**src/rtl/irqc_pkg.sv**
```systemverilog
// Shared definitions for the external interrupt input conditioner.
// Assumes an 8-bit control register with two live bits.
package irqc_pkg;
    localparam int REG_W  = 8;
    localparam int EN_BIT = 6;
    localparam int ES_BIT = 7;
    localparam logic [REG_W-1:0] CTRL_RESET = 8'h40;

    typedef enum logic [1:0] {
        MC_NORMAL  = 2'b00,
        MC_EMUL    = 2'b01,
        MC_SPECIAL = 2'b10,
        MC_SPEC_B  = 2'b11
    } mode_cls_e;

    // Special mode classes lift the write-once protection.
    function automatic logic is_special(input logic [1:0] mc);
        return mc[1];
    endfunction
endpackage

```
**src/rtl/irqc_sync.sv**
```systemverilog
// Multi-flop synchronizer for an asynchronous, idle-high input.
// Assumes STAGES >= 2. All stages reset to the idle (high) value.
module irqc_sync #(
    parameter int STAGES = 2
) (
    input  logic clk,
    input  logic rst_n,
    input  logic din,
    output logic dout
);
    logic [STAGES-1:0] chain;

    // Shift the pin value through the flop chain.
    always_ff @(posedge clk) begin
        if (!rst_n) chain <= '1;
        else        chain <= {chain[STAGES-2:0], din};
    end

    assign dout = chain[STAGES-1];
endmodule

```
**src/rtl/irqc_ctrl.sv**
```systemverilog
// Control register holding the enable and edge-select bits.
// The enable bit is writable at any time. The edge-select bit is write-once
// after reset unless the mode class is special. Assumes mode_cls is stable
// between resets.
module irqc_ctrl
    import irqc_pkg::*;
#(
    parameter int W     = REG_W,
    parameter int EN_B  = EN_BIT,
    parameter int ES_B  = ES_BIT
) (
    input  logic         clk,
    input  logic         rst_n,
    input  logic         wr_en,
    input  logic [W-1:0] wr_data,
    input  logic [1:0]   mode_cls,
    output logic         enable,
    output logic         edge_sel,
    output logic [W-1:0] rd_data
);
    logic once_used;
    logic es_writable;
    logic unused_bits;

    assign es_writable = is_special(mode_cls) || !once_used;
    assign unused_bits = ^{wr_data, mode_cls[0]};

    // Enable bit: updated by every write.
    always_ff @(posedge clk) begin
        if (!rst_n)     enable <= CTRL_RESET[EN_B];
        else if (wr_en) enable <= wr_data[EN_B];
    end

    // Edge-select bit: updated only while the protection allows it.
    always_ff @(posedge clk) begin
        if (!rst_n)                    edge_sel <= CTRL_RESET[ES_B];
        else if (wr_en && es_writable) edge_sel <= wr_data[ES_B];
    end

    // Record that the single permitted write has been spent.
    always_ff @(posedge clk) begin
        if (!rst_n)     once_used <= 1'b0;
        else if (wr_en) once_used <= 1'b1;
    end

    // Assemble the readback; bits that hold nothing read zero.
    for (genvar i = 0; i < W; i++) begin : g_rd
        if (i == EN_B)      begin : g_en assign rd_data[i] = enable;   end
        else if (i == ES_B) begin : g_es assign rd_data[i] = edge_sel; end
        else                begin : g_z  assign rd_data[i] = 1'b0;     end
    end

    // a spent write-once leaves edge-select untouched outside special classes.
    p_once_lock_r9: assert property (@(posedge clk) disable iff (!rst_n)
        (once_used && !mode_cls[1] && wr_en) |=> $stable(edge_sel));
endmodule

```
**src/rtl/irqc_detect.sv**
```systemverilog
// Edge detector, edge latch and request selection.
// Input sync_pin is already synchronized and idle-high. The latch works only
// while the block is enabled and in edge mode. A new edge has priority over
// an acknowledge in the same cycle.
module irqc_detect (
    input  logic clk,
    input  logic rst_n,
    input  logic sync_pin,
    input  logic enable,
    input  logic edge_sel,
    input  logic ack,
    output logic req
);
    logic prev_pin;
    logic fall;
    logic edge_on;
    logic latch_q;

    assign fall    = prev_pin && !sync_pin;
    assign edge_on = enable && edge_sel;

    // Remember the previous synchronized pin value.
    always_ff @(posedge clk) begin
        if (!rst_n) prev_pin <= 1'b1;
        else        prev_pin <= sync_pin;
    end

    // Edge latch: cleared when inactive, set by an edge, cleared by acknowledge.
    always_ff @(posedge clk) begin
        if (!rst_n)        latch_q <= 1'b0;
        else if (!edge_on) latch_q <= 1'b0;
        else if (fall)     latch_q <= 1'b1;
        else if (ack)      latch_q <= 1'b0;
    end

    // Select the request source by mode.
    always_comb begin
        if (!enable)       req = 1'b0;
        else if (edge_sel) req = latch_q;
        else               req = !sync_pin;
    end

    // an edge seen while active is latched, even under acknowledge.
    p_edge_set_r6: assert property (@(posedge clk) disable iff (!rst_n)
        (edge_on && fall) |=> (latch_q || !edge_on));

    // a disabled block keeps the latch empty.
    p_latch_off_r7: assert property (@(posedge clk) disable iff (!rst_n)
        !edge_on |=> (!latch_q || (edge_on && $past(fall))));
endmodule

```
**src/rtl/irq_input_cond.sv**
```systemverilog
// Top level of the configurable external interrupt input.
// It chains the synchronizer, the control register and the detector.
// Assumes mode_cls is held constant between resets.
module irq_input_cond
    import irqc_pkg::*;
#(
    parameter int SYNC_STAGES = 2
) (
    input  logic             clk,
    input  logic             rst_n,
    input  logic             pin_n,
    input  logic             wr_en,
    input  logic [REG_W-1:0] wr_data,
    input  logic             ack,
    input  logic [1:0]       mode_cls,
    output logic             irq_req,
    output logic             pin_raw,
    output logic [REG_W-1:0] ctrl_rd
);
    logic sync_pin;
    logic enable;
    logic edge_sel;

    irqc_sync #(.STAGES(SYNC_STAGES)) u_sync (
        .clk   (clk),
        .rst_n (rst_n),
        .din   (pin_n),
        .dout  (sync_pin)
    );

    irqc_ctrl u_ctrl (
        .clk      (clk),
        .rst_n    (rst_n),
        .wr_en    (wr_en),
        .wr_data  (wr_data),
        .mode_cls (mode_cls),
        .enable   (enable),
        .edge_sel (edge_sel),
        .rd_data  (ctrl_rd)
    );

    irqc_detect u_detect (
        .clk      (clk),
        .rst_n    (rst_n),
        .sync_pin (sync_pin),
        .enable   (enable),
        .edge_sel (edge_sel),
        .ack      (ack),
        .req      (irq_req)
    );

    assign pin_raw = sync_pin;

    // Cycles since reset, saturating, used to qualify the delay check.
    logic [1:0] since_rst;
    always_ff @(posedge clk) begin
        if (!rst_n)              since_rst <= 2'd0;
        else if (since_rst != 2) since_rst <= since_rst + 2'd1;
    end

    // readback is the pin two edges late (default two-stage chain).
    p_raw_delay_r2: assert property (@(posedge clk) disable iff (!rst_n)
        (SYNC_STAGES == 2 && since_rst == 2) |-> (pin_raw == $past(pin_n, 2)));

    // level mode requests while the readback is low.
    p_level_req_r3: assert property (@(posedge clk) disable iff (!rst_n)
        (ctrl_rd[EN_BIT] && !ctrl_rd[ES_BIT]) |-> (irq_req == !pin_raw));

    // an edge request holds until acknowledged.
    p_hold_r5: assert property (@(posedge clk) disable iff (!rst_n)
        (ctrl_rd[EN_BIT] && ctrl_rd[ES_BIT] && irq_req && !ack && !wr_en) |=> irq_req);

    // an acknowledge with no new edge clears the request.
    p_ack_clear_r5: assert property (@(posedge clk) disable iff (!rst_n)
        (ctrl_rd[EN_BIT] && ctrl_rd[ES_BIT] && ack && !wr_en && !(pin_raw == 1'b0 && $past(pin_raw) == 1'b1))
        |=> !irq_req);

    // disabled means no request.
    p_disabled_r7: assert property (@(posedge clk) disable iff (!rst_n)
        !ctrl_rd[EN_BIT] |-> !irq_req);
endmodule

```
**config.mk**
```make
export PLATFORM = sky130hd
export DESIGN_NAME = irq_input_cond
export DESIGN_NICKNAME = d
export VERILOG_FILES = /design/src/rtl/irqc_pkg.sv /design/src/rtl/irqc_sync.sv /design/src/rtl/irqc_ctrl.sv /design/src/rtl/irqc_detect.sv /design/src/rtl/irq_input_cond.sv
export SDC_FILE = /design/constraint.sdc
export NUM_CORES = 1
export LEC_CHECK = 0
export BUFFER_PORTS_ARGS = -buffer_cell sky130_fd_sc_hd__buf_2
export CELL_PAD_IN_SITES_DETAIL_PLACEMENT = 2
export CELL_PAD_IN_SITES_GLOBAL_PLACEMENT = 2
export CORE_MARGIN = 2
export CORE_UTILIZATION = 18
export DETAILED_ROUTE_END_ITERATION = 7
export PLACE_DENSITY_LB_ADDON = 0.1
export SYNTH_ARGS = -nofsm -noshare
export SYNTH_HDL_FRONTEND = slang
export SYNTH_SLANG_ARGS = --single-unit
```
**constraint.sdc**
```tcl
create_clock -name clk -period 0.9 [get_ports clk]
set_input_delay 0.18 -clock clk [delete_from_list [all_inputs] [get_ports clk]]
set_output_delay 0.18 -clock clk [all_outputs]
set_load 0.01 [all_outputs]
```
==> impl_results.md <==
* Pin count of the biggest net entering global routing at 9
* Via count at 236
* N_diodes at 0
* Cell variety after synth at 13
* GRT overflow at 0
* I/O pin cnt at 25
* Most used DFF post-synth: dfxtp_1
* Setup Skew at roughly 0.0016 ns
* Total track usage at 6.35%
* Cells after synthesis at 33
* Critical path launch point type: flip-flop
* Clk buf depth at 2
* WL/cell at 9.80 um
* Syn Area/Cell at 9.40 um2
* Part of the cycle the worst path needs at 122%
* Sw frac at 22.8%
* Power per Cell Area at roughly 1700 mW/mm2
* Port-buffer cells at 11
* Synth Area in XOR/XNOR at 0%
* CTS Buf Count at 3
* Area delta synth->final at 35.1%
* DRC at 0
* Drt pass-1 iters at 1
* Largest family of logic cells by synthesized area: simple AND/OR/NAND/NOR gates
* Gate power share at around 13%
* Failing checks: negative setup slack
* CTS tree: built
* Max-slew violations at 0
* Placed Area at approximately 360 um2
* Global-route wire length before repair at 924 um
* Endpoints failing setup at 3
* Peak VDD IR at 452 uV
* Post-synth EDFFs at 0
* Synth Area in Simple Gates at ~20%
* Leak Pwr at around 0.20 nW
* Clock network power share at between 30% and 40%
* #FFs+latches synth at 7
* Multiplexer area fraction after synthesis at 3.23%
* Fmax at ~910 MHz
* Initial Util at between 10% and 20%
* Cell Area, Synth at 310 um2
* Clk sink count at 7
* Synth top area share at 45.2%
* CTS Root Cell: clkbuf_4
* Seq/Total Area, Yosys at a little under half
* Maximum fanout along the worst path at 3
* Final wirelength at around 630 um
* Layout cells sized above 1 at between 40 and 50%
* Post-CTS Setup Repair Bufs at 0
* Internal power at between 0.0005 and 0.0006 W
* CP arrival at a little over 0.9 ns
* Initial antenna violation count at 0
* Top-count cell post-synth: buf_4
* Total negative setup slack at -0.366 ns
* Site Rows at 15
* Min-Delay Path Class: in -> reg
* Number of global-route vias before repair at approximately 240
* Crit Path Category: reg -> out
* Adder-cell share of the synthesized area at 0%
* DP HPWL at roughly 500 um
* Critical path data required time at 0.72 ns
* Die width at 45.5 um
* Post-layout worst setup margin at -0.202 ns
* Via density at 3.69
* Final GP Congestion at around 0.63
* Antenna viol nets, final at 0
* Die Area at ~0.0021 mm2
* Compound-cell area share of the yosys netlist at a little over a tenth
* Total core area at around 0.0017 mm2
* Synth Warn # at 0
* Later-pin clock latency in the skew report at roughly 0.24 ns
* RSZ-0062 raised after global routing: yes
* Max H-tree Level at 1
* Final hold slack at about 0.11 ns
* Final net count at 63
* Hold_buf cts at 0
* Seq pwr share at 47.7%
* Post-synth top cells: buf_4 (8), dfxtp_1 (7), nand2_1 (3), nand2b_1 (3), or2b_1 (3)
* Clk slew on worst S/H paths at around 0.050 ns
* Cell taking the most area after synthesis: dfxtp_1
* DRT iter0 DRCs at 0
* Status: finished, violations left
* Min cycle time layout at 1.10 ns
* P_sw at between 0.00015 and 0.0002 W
* Max_cap viols at 0
* Crit. End Element: primary output
* Asr flop ratio synth at 0%
* Chip height at between 40 and 50 um
* Final hold violation count at 0
* Top cells by area, synth: dfxtp_1 (45%), buf_4 (19%), or2b_1 (7.3%), nand2b_1 (6.0%), nand2_1 (3.6%)
* Finished layout cell area at 419 um2
==> final cells by class <==
class / count / area [um2]
fillers: 197 / 1250
flip-flops and latches: 7 / 148
multi-input cells: 23 / 131
repair buffers: 13 / 92.6
clock buffers: 4 / 26.3
well taps: 17 / 21.3
==> cell families (layout without fill, tap and decap cells) <==
family	after synthesis	after routing
buffers and inverters	8	17
AO/OA/AOI/OAI	5	5
other	1	6
multiplexers	1	1
flip-flops	7	7
AND/OR/NAND/NOR	11	11
==> per-layer routing <==
layer / GRT usage (%) / routed length, um / vias to the layer above
li1: - / - / 120
met1: 7.67 / 255 / 109
met2: 9.58 / 336 / 7
met3: 2.38 / 35 / 0
met4: 3.53 / 0 / 0
met5: 0 / 0 / -
==> layout by cell type, fill, tap and decap left out <==
cell and instances:
a21oi_1 2, a41o_1 1, and2_1 1, buf_2 8, buf_4 1, buf_6 4, clkbuf_1 1, clkbuf_4 3
conb_1 6, dfxtp_1 3, dfxtp_2 3, dfxtp_4 1, mux2i_1 1, nand2_1 2, nand2_2 1, nand2b_1 3
nand3_1 1, o21a_1 1, o21ai_1 1, or2b_1 3
==> worst paths after layout <==
kind	from	to	slack, ns	cells after the start
min reg2reg	u_sync.chain[0]$_SDFF_PN1_	u_sync.chain[1]$_SDFF_PN1_	0.42	1
min	pin_n	u_sync.chain[0]$_SDFF_PN1_	0.11	2
max	u_ctrl.edge_sel$_SDFFE_PN0P_	irq_req	-0.20	4
max reg2reg	u_ctrl.edge_sel$_SDFFE_PN0P_	u_ctrl.edge_sel$_SDFFE_PN0P_	0.03	4
==> metrics by stage <==
stage | power [W] | util [%] | setup slack, ns | cells
3_3_place_gp | 0.000414 | 21.6 | 0.0114 | 60
2_1_floorplan | 0.000402 | - | 0.0901 | 38
6_report | 0.000699 | 25.1 | -0.202 | 64
3_5_place_dp | 0.000417 | 21.6 | 0.00588 | 60
5_1_grt | 0.000742 | 25.1 | -0.263 | 64
4_1_cts | 0.000719 | 24.8 | -0.221 | 64
==> power by group through the flow <==
stage	registers [W]	clock network (W)	logic [W]
2_1_floorplan	0.000339	0	0.0000622
4_1_cts	0.000335	0.000295	0.0000881
3_3_place_gp	0.000339	0	0.0000751
3_5_place_dp	0.000339	0	0.0000774
6_report	0.000334	0.000277	0.0000883
5_1_grt	0.000336	0.000309	0.0000971
==> what timing repair did <==
action / 4_1_cts / 5_1_grt
gates cloned: 0 / 0
endpoints found under the setup margin: 4 / 5
gates resized for setup: 9 / 2
pin swaps: 2 / 0
==> flip-flops by register name (all words and copies together) (netlist names) <==
name and cells:
u_ctrl.edge_sel 1, u_ctrl.enable 1, u_ctrl.once_used 1, u_detect.latch_q 1, u_detect.prev_pin 1, u_sync.chain 2
==> worst max-delay path, cell delays in order (launching register included) <==
cell,delay (ns)
dfxtp_2,0.34
nand2_1,0.05
o21ai_1,0.06
and2_1,0.12
buf_2,0.12
No activity file was read; power rests on OpenSTA's default activity.
